### config.mk
export PLATFORM = sky130hd
export DESIGN_NAME = tagged_read_xbar
export DESIGN_NICKNAME = d
export VERILOG_FILES = /design/src/rtl/rdx_pkg.sv /design/src/rtl/rdx_shift_queue.sv /design/src/rtl/rdx_responder.sv /design/src/rtl/tagged_read_xbar.sv
export SDC_FILE = /design/constraint.sdc
export NUM_CORES = 1
export LEC_CHECK = 0
export BUFFER_PORTS_ARGS = -buffer_cell sky130_fd_sc_hd__buf_2
export CAP_MARGIN = 0
export CORE_AREA = 2 2 150 152
export CTS_CLUSTER_DIAMETER = 100
export DETAILED_ROUTE_END_ITERATION = 10
export DIE_AREA = 0 0 152 154
export PLACE_DENSITY = 0.88
export SKIP_CTS_REPAIR_TIMING = 1
export SYNTH_ARGS = -nofsm -noshare
export SYNTH_HDL_FRONTEND = slang
export SYNTH_HIERARCHICAL = 1
export SYNTH_SLANG_ARGS = --single-unit
### constraint.sdc
create_clock -name clk -period 6.5 [get_ports clk]
set_input_delay 1.95 -clock clk [delete_from_list [all_inputs] [get_ports clk]]
set_output_delay 1.95 -clock clk [all_outputs]
set_load 0.05 [all_outputs]
### src/rtl/rdx_pkg.sv
package rdx_pkg;
  localparam int ADDR_W = 12;
  localparam int DATA_W = 8;
  localparam int BEATS  = 4;

  typedef logic [ADDR_W-1:0] addr_t;
  typedef logic [DATA_W-1:0] word_t;

  typedef struct packed {
    addr_t src;
    addr_t dst;
  } req_t;

  typedef struct packed {
    addr_t             tag;
    word_t [BEATS-1:0] beat;
  } burst_t;
endpackage

### src/rtl/rdx_shift_queue.sv
module rdx_shift_queue #(
  parameter int W     = 8,
  parameter int DEPTH = 4
) (
  input  logic         clk,
  input  logic         rst_n,
  input  logic         push,
  input  logic [W-1:0] din,
  input  logic         pop,
  output logic [W-1:0] dout,
  output logic         full,
  output logic         empty
);
  localparam int CW = $clog2(DEPTH + 1);
  localparam int IW = $clog2(DEPTH);

  logic [W-1:0]  mem [DEPTH];
  logic [CW-1:0] cnt;
  logic [CW-1:0] wr_pos;

  // on a simultaneous pop the tail slot moves one place forward
  assign wr_pos = pop ? cnt - CW'(1) : cnt;

  always_ff @(posedge clk) begin
    if (pop) begin
      for (int i = 0; i < DEPTH - 1; i++) mem[i] <= mem[i+1];
    end
    if (push) mem[wr_pos[IW-1:0]] <= din;
  end

  always_ff @(posedge clk) begin
    if (!rst_n) cnt <= '0;
    else begin
      case ({push, pop})
        2'b10:   cnt <= cnt + CW'(1);
        2'b01:   cnt <= cnt - CW'(1);
        default: cnt <= cnt;
      endcase
    end
  end

  assign dout  = mem[0];
  assign full  = (cnt == CW'(DEPTH));
  assign empty = (cnt == '0);
endmodule

### src/rtl/rdx_responder.sv
module rdx_responder
  import rdx_pkg::*;
#(
  parameter int    LAT  = 3,
  parameter addr_t LO   = 12'h100,
  parameter addr_t HI   = 12'h1FF,
  parameter int    BASE = 10
) (
  input  logic              clk,
  input  logic              rst_n,
  input  logic              head_valid,
  input  addr_t             head_dst,
  input  logic              blocked,
  output logic              match,
  output logic              fire,
  output word_t [BEATS-1:0] beats
);
  localparam int CW = $clog2(LAT + 1);

  logic [CW-1:0] cnt;

  assign match = head_valid && (head_dst >= LO) && (head_dst <= HI);
  assign fire  = match && !blocked && (cnt == CW'(LAT - 1));

  // wait counter restarts for every new head; it freezes while blocked
  always_ff @(posedge clk) begin
    if (!rst_n)             cnt <= '0;
    else if (!match || fire) cnt <= '0;
    else if (!blocked)      cnt <= cnt + CW'(1);
  end

  for (genvar g = 0; g < BEATS; g++) begin : g_beat
    assign beats[g] = word_t'(BASE + g);
  end
endmodule

### src/rtl/tagged_read_xbar.sv
module tagged_read_xbar
  import rdx_pkg::*;
#(
  parameter int    QDEPTH = 4,
  parameter int    LAT_A  = 3,
  parameter int    LAT_B  = 5,
  parameter addr_t A_LO   = 12'h100,
  parameter addr_t A_HI   = 12'h1FF,
  parameter addr_t B_LO   = 12'h200,
  parameter addr_t B_HI   = 12'h2FF,
  parameter addr_t M_LO   = 12'h300,
  parameter addr_t M_HI   = 12'h3FF
) (
  input  logic              clk,
  input  logic              rst_n,
  input  logic              req_valid,
  output logic              req_ready,
  input  logic [ADDR_W-1:0] req_src,
  input  logic [ADDR_W-1:0] req_dst,
  output logic              out_valid,
  input  logic              out_ready,
  output logic [ADDR_W-1:0] out_tag,
  output logic [DATA_W-1:0] out_data,
  output logic              out_last,
  output logic              aq_full,
  output logic              aq_empty,
  output logic              rq_full,
  output logic              rq_empty,
  output logic              dec_err
);
  localparam int BW = $clog2(BEATS);

  req_t              aq_in, aq_head;
  burst_t            rq_in, rq_head;
  addr_t             aq_head_dst;
  logic              aq_push, aq_pop, rq_push, rq_pop;
  logic              match_a, match_b, fire_a, fire_b, dec_miss;
  word_t [BEATS-1:0] beats_a, beats_b;
  logic [BW-1:0]     beat_q;
  logic              xfer;

  // request side
  assign req_ready   = !aq_full;
  assign aq_push     = req_valid && !aq_full;
  assign aq_in       = '{src: req_src, dst: req_dst};
  assign aq_head_dst = aq_head.dst;

  rdx_shift_queue #(.W($bits(req_t)), .DEPTH(QDEPTH)) aq_i (
    .clk(clk), .rst_n(rst_n), .push(aq_push), .din(aq_in), .pop(aq_pop),
    .dout(aq_head), .full(aq_full), .empty(aq_empty)
  );

  // responders; A has fixed priority on the return-queue write port
  rdx_responder #(.LAT(LAT_A), .LO(A_LO), .HI(A_HI), .BASE(10)) resp_a_i (
    .clk(clk), .rst_n(rst_n), .head_valid(!aq_empty), .head_dst(aq_head.dst),
    .blocked(rq_full), .match(match_a), .fire(fire_a), .beats(beats_a)
  );

  rdx_responder #(.LAT(LAT_B), .LO(B_LO), .HI(B_HI), .BASE(100)) resp_b_i (
    .clk(clk), .rst_n(rst_n), .head_valid(!aq_empty), .head_dst(aq_head.dst),
    .blocked(rq_full || fire_a), .match(match_b), .fire(fire_b), .beats(beats_b)
  );

  assign dec_miss = !aq_empty && !match_a && !match_b;
  assign aq_pop   = fire_a || fire_b || dec_miss;
  assign rq_push  = fire_a || fire_b;
  assign rq_in    = '{tag: aq_head.src, beat: (fire_a ? beats_a : beats_b)};

  always_ff @(posedge clk) begin
    if (!rst_n)        dec_err <= 1'b0;
    else if (dec_miss) dec_err <= 1'b1;
  end

  rdx_shift_queue #(.W($bits(burst_t)), .DEPTH(QDEPTH)) rq_i (
    .clk(clk), .rst_n(rst_n), .push(rq_push), .din(rq_in), .pop(rq_pop),
    .dout(rq_head), .full(rq_full), .empty(rq_empty)
  );

  // master side: word stream from the head burst
  assign out_valid = !rq_empty && (rq_head.tag >= M_LO) && (rq_head.tag <= M_HI);
  assign out_tag   = rq_head.tag;
  assign out_data  = rq_head.beat[beat_q];
  assign out_last  = (beat_q == BW'(BEATS - 1));
  assign xfer      = out_valid && out_ready;
  assign rq_pop    = xfer && out_last;

  always_ff @(posedge clk) begin
    if (!rst_n)    beat_q <= '0;
    else if (xfer) beat_q <= out_last ? '0 : beat_q + BW'(1);
  end
endmodule

### Word level (Yosys, flattened, before mapping)

Memories as Yosys holds them, arrays and structs flattened.
Cells that the tools add are included.

| operators by class | value |
|---|---|
| mux-type cells | 16 |
| add/sub/neg operators | 7 |
| bitwise operators | 1 |
| magnitude comparators | 7 |
| equal/unequal tests | 9 |
| reductions and logical operators | 33 |

Operator list:

| cell | number |
|---|---|
| $mux W31 | 1 |
| $ge A12 B10 Y1 const B | 2 |
| $le A12 B10 Y1 const B | 2 |
| $bmux W8 S2 | 1 |
| $logic_and A1 B1 Y1 | 15 |
| $ge A12 B9 Y1 const B | 1 |
| $le A12 B9 Y1 const B | 1 |
| $pmux W3 S2 | 2 |
| $add A3 B1 Y3 const B | 3 |
| $eq A3 B3 Y1 const B | 3 |
| $eq A2 B2 Y1 const B | 4 |
| $mux W1 | 8 |
| $mux W8 | 1 |
| $logic_not A1 Y1 | 7 |
| $logic_not A3 Y1 | 2 |
| $mux W2 | 3 |
| $sub A3 B1 Y3 const B | 2 |
| $logic_or A1 B1 Y1 | 5 |
| $add A2 B1 Y2 const B | 2 |
| $eq A2 B1 Y1 const B | 2 |
| $reduce_bool A2 Y1 | 2 |
| $reduce_or A2 Y1 | 2 |
| $lt A2 B3 Y1 const B | 1 |
| $not A1 Y1 | 1 |

| storage, ports and cells | value |
|---|---|
| bits in registers | 14 |
| RAM bits | 272 |
| output and inout port bits | 28 |
| memories kept | 2 |
| logic and storage cells | 81 |
| bits of input ports | 28 |

Memory list:

| name | words | width | read ports | clocked after memory_dff | wr ports | line | source |
|---|---|---|---|---|---|---|---|
| rq_i.mem | 4 | 44 | 4 | 0 | 4 | rdx_shift_queue.sv:17 | `logic [W-1:0] mem [DEPTH];` |
| aq_i.mem | 4 | 24 | 4 | 0 | 4 | rdx_shift_queue.sv:17 |  |

### Logic depth before layout (Yosys ltp)

| logic depth | value |
|---|---|
| depth in word-level cells | 14 |
| mapped depth | 17 |
| gate-level depth less buffers | 14 |

### Hierarchy

The synthesis kept the hierarchy.

Modules (own cells, without submodules):

| module | sequential area each (um^2) | cells each | instances | area an instance (um^2) |
|---|---|---|---|---|
| rdx_shift_queue (rq_i) | 5345.1 | 356 | 1 | 7206.9 |
| rdx_shift_queue (aq_i) | 2942.8 | 210 | 1 | 4102.7 |
| tagged_read_xbar | 60.1 | 70 | 1 | 802.0 |
| rdx_responder (resp_b_i) | 60.1 | 58 | 1 | 447.9 |
| rdx_responder (resp_a_i) | 40.0 | 50 | 1 | 374.1 |

### Least setup slack after synthesis

Ideal clock, no wire load.

| path | value |
|---|---|
| kind | register -> register |
| start point | register aq_i.cnt[0] |
| end point | memory rq_i/mem[3][0] in the netlist's numbering (enable) |
| stages on the path, launching flop included | 15 |
| data arrival time | 4.837 ns |
| required time | 6.055 ns |
| library setup time | 0.445 ns |
| setup slack | 1.217 ns |
| period minus slack after synthesis | 5.283 ns |
| path buffers | 3 |
| cell sequence | dfxtp_1 buf_4 inv_1 ha_1 nor2b_1 inv_1 inv_1 nor4_1 buf_6 buf_6 or2_2 nor3b_2 or2_1 inv_2 nor2_1 |

RTL lines:

| what | line | source |
|---|---|---|
| start, declared | rdx_shift_queue.sv:18 | `logic [CW-1:0] cnt;` |
| start signal, assigned | rdx_shift_queue.sv:35 | `2'b10: cnt <= cnt + CW'(1);` |
| start signal, assigned | rdx_shift_queue.sv:36 | `2'b01: cnt <= cnt - CW'(1);` |
| start signal, assigned | rdx_shift_queue.sv:37 | `default: cnt <= cnt;` |
| end, declared | rdx_shift_queue.sv:17 |  |

==> flow_metrics.env <==
export IMPL_dp_hpwl_mm=11.4
export IMPL_drive_gt1_share_pct=42.0
export IMPL_slew_violations=0
export IMPL_outcome="finished, final reports clean"
export IMPL_hold_violations=0
export IMPL_gp_congestion=0.730
export IMPL_num_antenna_cells=0
export IMPL_dieArea_sq_um=23400
export IMPL_portBuffers=47
export IMPL_ios=56
export IMPL_cts_tree="yes"
export IMPL_clk_latency_ns=0.51
export IMPL_startpoint_type="register"
export IMPL_swShare_pct=24.3
export IMPL_power_density_nw_per_um2=332
export IMPL_critPathCaptureType="register"
export IMPL_cts_root_buf="clkbuf_16"
export IMPL_rsz0062_at_grt="no"
export IMPL_grt_overflow_total=0
export IMPL_syn_avg_cell_area_sq_um=17.0
export IMPL_crit_type="reg2reg"
export IMPL_power_leakage_nw=4.36
export IMPL_r2r_setup_slack_ns=1.55
export IMPL_crit_arrival_ns=5.11
export IMPL_chipWidth_um=152
export IMPL_initial_core_util_pct=54.0
export IMPL_nFillCells=1612
export IMPL_antenna_found_initial=0
export IMPL_path_buf_inv=4
export IMPL_tightestPinTransition_ns=1.12
export IMPL_critPathMaxStageDelay_ns=0.94
export IMPL_totalWireLength_mm=18.6
export IMPL_yosys_warnings=6
export IMPL_dr_total_vias=5554
export IMPL_hold_depth=2
export IMPL_postLayoutCellArea_sq_um=12700
export IMPL_relSlewSlack_pct=25.1
export IMPL_grt_pass1_vias=5972
export IMPL_setup_tns_ns=0
export IMPL_wire_per_inst_um=17.9
export IMPL_syn_cell_area_sq_um=11700
export IMPL_fmax_ghz=0.202
export IMPL_core_area_sq_um=21700
export IMPL_rr_startpoint="aq_i/cnt[0]"
export IMPL_p_switching_mw=1.02
export IMPL_critPathTopFamily="simple AND/OR/NAND/NOR gates"
export IMPL_antenna_left=0
export IMPL_cp_cell_sequence="inv_1 -> ha_1 -> nor2b_1 -> inv_1 -> inv_1 -> nor4_2 -> buf_4 -> or2_2 -> nor3b_2 -> or2_1 -> or2_1 -> o41ai_4 -> or2_2"
export IMPL_max_cap_viol_count=0
export IMPL_drt_iter0_drc=292
export IMPL_reg2reg_depth=13
export IMPL_setup_viol=0
export IMPL_fin_worst_skew_ns=0.0179
export IMPL_drc=0
export IMPL_post_route_min_period_ns=4.95
export IMPL_power_share_clock_pct=33.1
export IMPL_synthCells=688
export IMPL_whs_ns=0.476
export IMPL_crit_required_ns=6.66
export IMPL_hold_end="resp_a_i/cnt[1]"
export IMPL_min_period_over_period_pct=76.2
export IMPL_hp_start="resp_a_i/cnt[1]"
export IMPL_crit_slowest_cell="o41ai_4"
export IMPL_worstPathMaxFanout=34
export IMPL_cts_sinks=254
export IMPL_nets=781
export IMPL_place_area_sq_um=11900
export IMPL_grt_usage_pct=16.0
export IMPL_p_comb_share_pct=14.4
export IMPL_h_tree_depth=1
export IMPL_hold_class="reg2reg"
export IMPL_p_int_mw=3.19
export IMPL_path_clk_slew_ns=0.06
export IMPL_cpMostUsedCell="inv_1"
export IMPL_grt_first_pass_wirelength_mm=30.5
export IMPL_rows=54
export IMPL_cts_buffers=25
export IMPL_grt_start_max_net_pins=45
export IMPL_firstDrtPassIters=4
export IMPL_cts_path_max_buffers=3
export IMPL_dieHeight_um=154
export IMPL_r2r_end="aq_i/mem[0][13]"
export IMPL_seq_power_share_pct=52.5
export IMPL_syn2layout_area_growth_pct=8.31
export IMPL_routed_via_density=5.35
export IMPL_ir_drop_mv=0.321
## how the worst max path moves through the flow
stage,from,endpoint,slack (ns),depth (start not counted)
final,aq_i/cnt[0],aq_i/mem[0][13],1.55,13
after global routing,aq_i/cnt[0],aq_i/mem[1][13],1.14,14
after CTS,aq_i/cnt[0],aq_i/mem[0][13],1.50,13
after detailed placement,aq_i/cnt[0],aq_i/mem[0][18],1.52,13
after global placement,aq_i/cnt[0],aq_i/mem[0][17],1.66,13
after floorplan,aq_i/cnt[0],rq_i/mem[3][0],1.22,14
## routing by layer
layer  up-vias  share of wire, %  GRT usage [%]
li1       2604                 -              -
met1      2808                43           20.3
met2       111                51           29.2
met3        31               3.8           2.51
met4         0               1.9           3.47
met5         -                 0              0
## layout by cell type, fill, tap and decap left out, types with 6 or more instances in the layout
master       n
and2_1       7
buf_2       47
buf_4        9
clkbuf_1     6
clkbuf_16   25
conb_1      64
dfxtp_1     14
edfxtp_1   240
ha_1        12
inv_1       13
mux2_1      12
mux2_2     200
mux4_2       8
nand2_1     15
nor2_1       6
## state kept, by name, indices dropped and copies added (netlist names)
register	cells
aq_i/cnt	3
aq_i/mem	64
beat_q	2
dec_err	1
resp_a_i/cnt	2
resp_b_i/cnt	3
rq_i/cnt	3
rq_i/mem	176
## tightest hold or removal path: stages, from the launching register on
cell      delay, ns
dfxtp_1        0.32
nand2_1        0.06
a211oi_1       0.06
## power groups by stage
stage	logic (mW)	clock network, mW	registers [mW]
after global placement	0.576	0	2.23
after detailed placement	0.607	0	2.25
after CTS	0.612	1.42	2.21
after floorplan	0.547	0	2.21
final	0.607	1.39	2.21
after global routing	0.672	1.48	2.24
## area by class of cell
type | instances | area [sq um] | share of cell area (%)
tap | 280 | 350 | 2.76
clock inverter | 13 | 134 | 1.06
clock buffer | 31 | 648 | 5.11
timing repair buffer | 56 | 303 | 2.39
multi-input combinational | 389 | 3700 | 29.2
sequential | 254 | 7490 | 59.1
inverter | 15 | 56.3 | 0.444
## stage by stage
| step | util [%] | power (mW) | cells | worst slack [ns] |
|---|---|---|---|---|
| after floorplan | - | 2.76 | 748 | 1.22 |
| after global placement | 54.8 | 2.80 | 994 | 1.66 |
| final | 58.4 | 4.21 | 1038 | 1.55 |
| after detailed placement | 54.8 | 2.85 | 994 | 1.52 |
| after global routing | 58.4 | 4.39 | 1038 | 1.14 |
| after CTS | 58.4 | 4.24 | 1038 | 1.50 |
(Power assumes the default switching activity.)
